**src/rtl/fusion_pkg.sv**
```systemverilog
`timescale 1ns/1ps
package fusion_pkg;
  localparam int NUM_SLICES = 4;
  localparam int IDX_W      = $clog2(NUM_SLICES);
  localparam int MODE_W     = 2;
  localparam int WID_W      = 2;

  typedef enum logic [MODE_W-1:0] {
    MODE_4X2     = 2'd0,
    MODE_1X4_2X2 = 2'd1,
    MODE_2X4     = 2'd2,
    MODE_1X8     = 2'd3
  } fuse_mode_e;

  typedef enum logic [WID_W-1:0] {
    ISSUE2 = 2'd0,
    ISSUE4 = 2'd1,
    ISSUE8 = 2'd2
  } issue_w_e;

  typedef logic [NUM_SLICES-1:0][IDX_W-1:0] master_map_t;
  typedef logic [NUM_SLICES-1:0][WID_W-1:0] width_map_t;

  // Leader slice of slice s under partitioning m (fusion only between neighbours).
  function automatic logic [IDX_W-1:0] lead_of(fuse_mode_e m, int unsigned s);
    logic [IDX_W-1:0] si;
    si = IDX_W'(s);
    case (m)
      MODE_4X2:     return si;
      MODE_1X4_2X2: return (s < 2) ? '0 : si;
      MODE_2X4:     return {si[IDX_W-1:1], 1'b0};
      default:      return '0;
    endcase
  endfunction

  function automatic issue_w_e width_of(fuse_mode_e m, int unsigned s);
    case (m)
      MODE_4X2:     return ISSUE2;
      MODE_1X4_2X2: return (s < 2) ? ISSUE4 : ISSUE2;
      MODE_2X4:     return ISSUE4;
      default:      return ISSUE8;
    endcase
  endfunction
endpackage

```
**src/rtl/fusion_decode.sv**
```systemverilog
`timescale 1ns/1ps
// Expands a partitioning and enable mask into per-slice leader, width and clock.
module fusion_decode
  import fusion_pkg::*;
(
  input  fuse_mode_e            mode,
  input  logic [NUM_SLICES-1:0] en_mask,
  output master_map_t           master,
  output width_map_t            width,
  output logic [NUM_SLICES-1:0] clk_en
);
  for (genvar s = 0; s < NUM_SLICES; s++) begin : g_slice
    assign master[s] = lead_of(mode, s);
    assign width[s]  = width_of(mode, s);
    assign clk_en[s] = en_mask[master[s]];
  end
endmodule

```
**src/rtl/fusion_impact.sv**
```systemverilog
`timescale 1ns/1ps
// Marks slices that are clocked now and would be disturbed by a new configuration.
module fusion_impact
  import fusion_pkg::*;
(
  input  master_map_t           old_master,
  input  width_map_t            old_width,
  input  logic [NUM_SLICES-1:0] old_clk,
  input  master_map_t           new_master,
  input  width_map_t            new_width,
  input  logic [NUM_SLICES-1:0] new_clk,
  output logic [NUM_SLICES-1:0] need
);
  for (genvar s = 0; s < NUM_SLICES; s++) begin : g_slice
    logic regroup;
    assign regroup = (old_master[s] != new_master[s]) ||
                     (old_width[s]  != new_width[s])  || !new_clk[s];
    assign need[s] = old_clk[s] && regroup;
  end
endmodule

```
**src/rtl/issue_fusion_ctrl.sv**
```systemverilog
`timescale 1ns/1ps
module issue_fusion_ctrl
  import fusion_pkg::*;
#(
  parameter int CFG_W = 8
) (
  input  logic                          clk,
  input  logic                          rst_n,
  input  logic                          cfg_we,
  input  logic [CFG_W-1:0]              cfg_wdata,
  input  logic [NUM_SLICES-1:0]         halt_ack,
  output logic [NUM_SLICES*IDX_W-1:0]   slice_master,
  output logic [NUM_SLICES*WID_W-1:0]   slice_width,
  output logic [NUM_SLICES-1:0]         slice_clk_en,
  output logic [NUM_SLICES-1:0]         slice_run,
  output logic [MODE_W-1:0]             act_mode,
  output logic [NUM_SLICES-1:0]         act_en,
  output logic                          busy,
  output logic                          done,
  output logic                          cfg_err
);
  localparam int EN_LSB  = MODE_W;
  localparam int RSV_LSB = MODE_W + NUM_SLICES;

  // ---------------- state ----------------
  fuse_mode_e            act_mode_q, act_mode_d;
  logic [NUM_SLICES-1:0] act_en_q, act_en_d;
  logic                  act_ld;
  fuse_mode_e            pend_mode_q;
  logic [NUM_SLICES-1:0] pend_en_q;
  logic                  pend_ld;
  logic                  pend_q, pend_d;
  logic [NUM_SLICES-1:0] run_q, run_d;
  logic                  err_q, err_d;
  logic                  done_q, done_d;

  // ---------------- write decode ----------------
  fuse_mode_e            wr_mode;
  logic [NUM_SLICES-1:0] wr_en;
  logic                  wr_rsv_ok, wr_en_ok;
  logic [NUM_SLICES-1:0] wr_nonlead;

  assign wr_mode   = fuse_mode_e'(cfg_wdata[MODE_W-1:0]);
  assign wr_en     = cfg_wdata[RSV_LSB-1:EN_LSB];
  assign wr_rsv_ok = (cfg_wdata[CFG_W-1:RSV_LSB] == '0);

  master_map_t           act_master, wr_master, pend_master;
  width_map_t            act_width,  wr_width,  pend_width;
  logic [NUM_SLICES-1:0] act_clk,    wr_clk,    pend_clk;

  fusion_decode u_act_dec (
    .mode(act_mode_q), .en_mask(act_en_q),
    .master(act_master), .width(act_width), .clk_en(act_clk)
  );
  fusion_decode u_wr_dec (
    .mode(wr_mode), .en_mask(wr_en),
    .master(wr_master), .width(wr_width), .clk_en(wr_clk)
  );
  fusion_decode u_pend_dec (
    .mode(pend_mode_q), .en_mask(pend_en_q),
    .master(pend_master), .width(pend_width), .clk_en(pend_clk)
  );

  for (genvar s = 0; s < NUM_SLICES; s++) begin : g_lead
    assign wr_nonlead[s] = (wr_master[s] != IDX_W'(s));
  end
  assign wr_en_ok = ((wr_en & wr_nonlead) == '0);

  // ---------------- disturbed-slice masks ----------------
  logic [NUM_SLICES-1:0] wr_need, pend_need;

  fusion_impact u_wr_imp (
    .old_master(act_master), .old_width(act_width), .old_clk(act_clk),
    .new_master(wr_master),  .new_width(wr_width),  .new_clk(wr_clk),
    .need(wr_need)
  );
  fusion_impact u_pend_imp (
    .old_master(act_master),  .old_width(act_width),  .old_clk(act_clk),
    .new_master(pend_master), .new_width(pend_width), .new_clk(pend_clk),
    .need(pend_need)
  );

  // ---------------- control ----------------
  logic wr_legal, wr_bad, wr_direct, wr_hold, pend_ready, pend_fire;

  assign wr_legal   = cfg_we && wr_rsv_ok && wr_en_ok;
  assign wr_bad     = cfg_we && !(wr_rsv_ok && wr_en_ok);
  assign wr_direct  = wr_legal && (wr_need == '0);
  assign wr_hold    = wr_legal && (wr_need != '0);
  assign pend_ready = ((pend_need & halt_ack & ~run_q) == pend_need);
  assign pend_fire  = pend_q && pend_ready && !wr_legal;

  always_comb begin
    act_ld     = 1'b0;
    act_mode_d = act_mode_q;
    act_en_d   = act_en_q;
    pend_ld    = 1'b0;
    pend_d     = pend_q;
    run_d      = run_q;
    done_d     = 1'b0;
    err_d      = err_q | wr_bad;
    if (wr_direct) begin
      act_ld     = 1'b1;
      act_mode_d = wr_mode;
      act_en_d   = wr_en;
      pend_d     = 1'b0;
      run_d      = wr_clk;
      done_d     = 1'b1;
    end else if (wr_hold) begin
      pend_ld    = 1'b1;
      pend_d     = 1'b1;
    end else if (pend_fire) begin
      act_ld     = 1'b1;
      act_mode_d = pend_mode_q;
      act_en_d   = pend_en_q;
      pend_d     = 1'b0;
      run_d      = pend_clk;
      done_d     = 1'b1;
    end else if (pend_q) begin
      run_d      = run_q & ~pend_need;
    end
  end

  always_ff @(posedge clk or negedge rst_n) begin
    if (!rst_n) begin
      act_mode_q <= MODE_4X2;
      act_en_q   <= '1;
    end else if (act_ld) begin
      act_mode_q <= act_mode_d;
      act_en_q   <= act_en_d;
    end
  end

  always_ff @(posedge clk or negedge rst_n) begin
    if (!rst_n) begin
      pend_mode_q <= MODE_4X2;
      pend_en_q   <= '0;
    end else if (pend_ld) begin
      pend_mode_q <= wr_mode;
      pend_en_q   <= wr_en;
    end
  end

  always_ff @(posedge clk or negedge rst_n) begin
    if (!rst_n) begin
      pend_q <= 1'b0;
      run_q  <= '1;
      err_q  <= 1'b0;
      done_q <= 1'b0;
    end else begin
      pend_q <= pend_d;
      run_q  <= run_d;
      err_q  <= err_d;
      done_q <= done_d;
    end
  end

  // ---------------- outputs ----------------
  assign slice_master = act_master;
  assign slice_width  = act_width;
  assign slice_clk_en = act_clk;
  assign slice_run    = run_q;
  assign act_mode     = act_mode_q;
  assign act_en       = act_en_q;
  assign busy         = pend_q;
  assign done         = done_q;
  assign cfg_err      = err_q;
endmodule

```
**config.mk**
```make
export PLATFORM = sky130hd
export DESIGN_NAME = issue_fusion_ctrl
export DESIGN_NICKNAME = d
export VERILOG_FILES = /design/src/rtl/fusion_pkg.sv /design/src/rtl/fusion_decode.sv /design/src/rtl/fusion_impact.sv /design/src/rtl/issue_fusion_ctrl.sv
export SDC_FILE = /design/constraint.sdc
export NUM_CORES = 1
export LEC_CHECK = 0
export CELL_PAD_IN_SITES_DETAIL_PLACEMENT = 1
export CELL_PAD_IN_SITES_GLOBAL_PLACEMENT = 1
export CORE_MARGIN = 2
export CORE_UTILIZATION = 36
export DETAILED_ROUTE_END_ITERATION = 8
export PLACE_DENSITY = 0.92
export REMOVE_ABC_BUFFERS = 1
export SKIP_CTS_REPAIR_TIMING = 1
export SLEW_MARGIN = 10
export SYNTH_ARGS = -nofsm -noshare
export SYNTH_HDL_FRONTEND = slang
export SYNTH_SLANG_ARGS = --single-unit
```
**constraint.sdc**
```tcl
create_clock -name clk -period 3.05 [get_ports clk]
set_input_delay 0.61 -clock clk [delete_from_list [all_inputs] [get_ports clk]]
set_output_delay 0.61 -clock clk [all_outputs]
set_load 0.01 [all_outputs]
```
==> results.cfg <==
[global_route]
grt_pass1_vias = 1644
antenna_found_initial = 0
grt.total_usage = 0.2045
grt_pass1_wl_um = 8148
grt_start_max_net_pins = 20
gr-total-overflow = 0

[routing]
drtAntennaViolNets = 0
dr.pass1.iters = 4
viasPerCell = 5.493
vias = 1571
first_iter_violations = 55
drc = 0
drt-total-wl_um = 5448
routedWlPerCell_um = 19.05

[critical_path]
worstSetupPathType = flip-flop to primary output
critPathSlowestCell = clkdlybuf4s50_1
cp_cell_sequence = inv_1 > ha_1 > or3b_1 > a31o_2 > inv_1 > clkdlybuf4s50_1
reg2reg_from = act_mode[0]
cp.required_ps = 2440
setup.worst_path.end_class = primary output
crit_path_start = act_mode[1]
critPathLaunchType = flip-flop
reg2reg_slack_ps = 300
path_common_cell = inv_1
path_delay_family = buffers and inverters
r2r_cells = 8
crit_path_max_fanout = 5
arrival_ps = 2340
reg2reg_to = act_mode[0]
max_stage_delay_ps = 530
path_buf_inv = 3

[clock_network]
cts_tree = done
cts_buffers = 3
htree_levels = 1
clk_pin_slew_ps = 90
cts_buffer_depth = 2
clock_latency_ps = 270
cts_root_buffer = clkbuf_8
clock_sinks = 19

[timing]
clock.fmax_ghz = 0.3392
rsz0062_at_grt = no
fin_crit_sh = 0.9665
tightest_slew_ps = 921.7
final_max_slew_viol_count = 0
slew_headroom = 0.3836
finalSetupViolCount = 0
finalCriticalPeriod_ps = 2948
setup_ws_ps = 102.1
finalHoldViolations = 0
finalClockSkew_ps = 11.07

[place]
post-dp-hpwl_um = 4097
place_congestion = 0.9397
placed_area_um2 = 2220
place_ws_ps = -310.4
port_buffers = 43

[synthesis]
synth_sequential_area_ratio = 0.2898
synth_area_um2 = 1675
post_synth.cell_area_avg_um2 = 9.412
ys_warn_count = 0
synth_cell_type_count = 50
postSynthCellCount = 178
synthMuxAreaShare = 0.08813
ys_seq_elements = 19
synth_edf_count = 0
ys.flop_type = dfrtp_1
synth-compound-area-share = 0.2128
yosys.area_share.adder = 0.09709
synthArstFlopShare = 1.000
synth_xor_area_frac = 0.05228
synth-simple-area-share = 0.1412
synth_top_family_by_area = compound AO/OA/AOI/OAI gates

[layout]
final_common_cell = clkdlybuf4s50_1
layout.nets = 263
syn2layout_area_growth_pct = 38.31
drive_gt1_frac = 0.2393
diodes = 0
final_cell_mix = clkdlybuf4s50_1 (41), buf_4 (21), inv_1 (20)
fin_area_um2 = 2317

[worst_hold_path]
hold_path_end = cfg_err
hold_path.class = flip-flop to flip-flop
hold_path_depth = 1
worstHoldStart = cfg_err

[power_and_ir_drop]
p_clk_frac = 0.080
swShare = 0.4512
ir_drop_uv = 450.6
pwr-share-seq = 0.216
combPwrFrac = 0.704
power.switching_mw = 1.082
cellLeakagePower_nw = 1.058
powerDensity_nw_per_um2 = 1034
intPower_mw = 1.315

[floorplanning]
fp.dieH_um = 72.22
pin_count = 48
initial_core_util = 0.3795
num_rows = 24
core_area_um2 = 4414
die_x_um = 72.22
dieArea_um2 = 5216

[flow_run]
cap_violations = 0

[status]
status = completed
## power by group through the flow
stage          Sequential, mW  Combinational, mW  Clock, mW
4_1_cts                 0.510               1.61      0.195
3_5_place_dp            0.513               1.60          0
6_report                0.518               1.69      0.191
5_1_grt                 0.533               1.82      0.203
2_1_floorplan           0.504              0.891          0
3_3_place_gp            0.505               1.52          0
## worst max path at each step
stage,depth (start not counted),slack [ps],end
after global routing,6,1,slice_clk_en[3]
after global placement,10,-100,pend_en_q[1]
after floorplan,8,220,slice_run[1]
after CTS,6,-40,slice_clk_en[3]
final,6,100,slice_clk_en[3]
after detailed placement,10,-310,pend_en_q[3]
## cells by family (layout without fill, tap and decap cells)
family          after synthesis  in the layout
fa+ha+maj                    13             13
xor+xnor                     10             10
mux                          14             14
buf+inv                      36             89
simple gates                 39             39
compound gates               46             46
flops                        19             19
other cells                   1              4
## metal layers
| layer | vias up | GRT usage | share of wire |
|---|---|---|---|
| met3 | 10 | 0.02500 | 0.048 |
| met4 | 0 | 0.07757 | 0.020 |
| met1 | 785 | 0.2667 | 0.43 |
| met5 | - | 0 | 0 |
| met2 | 47 | 0.3456 | 0.50 |
| li1 | 729 | - | - |
## Yosys cell counts (4+ instances only)
| master | number | area (um2) |
|---|---|---|
| inv_1 | 20 | 75.07 |
| ha_1 | 13 | 162.7 |
| buf_4 | 11 | 82.58 |
| dfrtp_1 | 11 | 275.3 |
| nand2_1 | 9 | 33.78 |
| dfstp_2 | 8 | 210.2 |
| mux2i_1 | 8 | 80.08 |
| xor2_1 | 8 | 70.07 |
| o21ai_0 | 7 | 35.03 |
| mux2_2 | 6 | 67.56 |
| a21o_1 | 4 | 30.03 |
| nand3_1 | 4 | 20.02 |
| or3b_1 | 4 | 35.03 |
## registers in the layout, summed over array words and instances, names as in the netlist
name and count:
act_en 4, act_mode 2, busy 1, cfg_err 1, done 1, pend_en_q 4, pend_mode_q 2, slice_run 4
## metrics by stage
step	std cells	hold WS [ps]	util	TNS [ps]	power [mW]
floorplan	165	314.4	-	0	1.395
global route	286	510.0	0.5249	0	2.561
detailed placement	281	447.4	0.5028	-3210	2.110
global placement	281	445.1	0.5028	-747.6	2.026
finish	286	471.6	0.5249	0	2.397
CTS	285	471.4	0.5133	-153.7	2.312
## final cells by class
type	count	area (um2)
clock buffers	3	41.29
clock inverters	1	5.005
fillers	527	2097
inverters	20	75.07
multi-input cells	126	1040
flip-flops and latches	19	486.7
well taps	52	65.06
repair buffers	65	604.3
(Power assumes the default switching activity.)
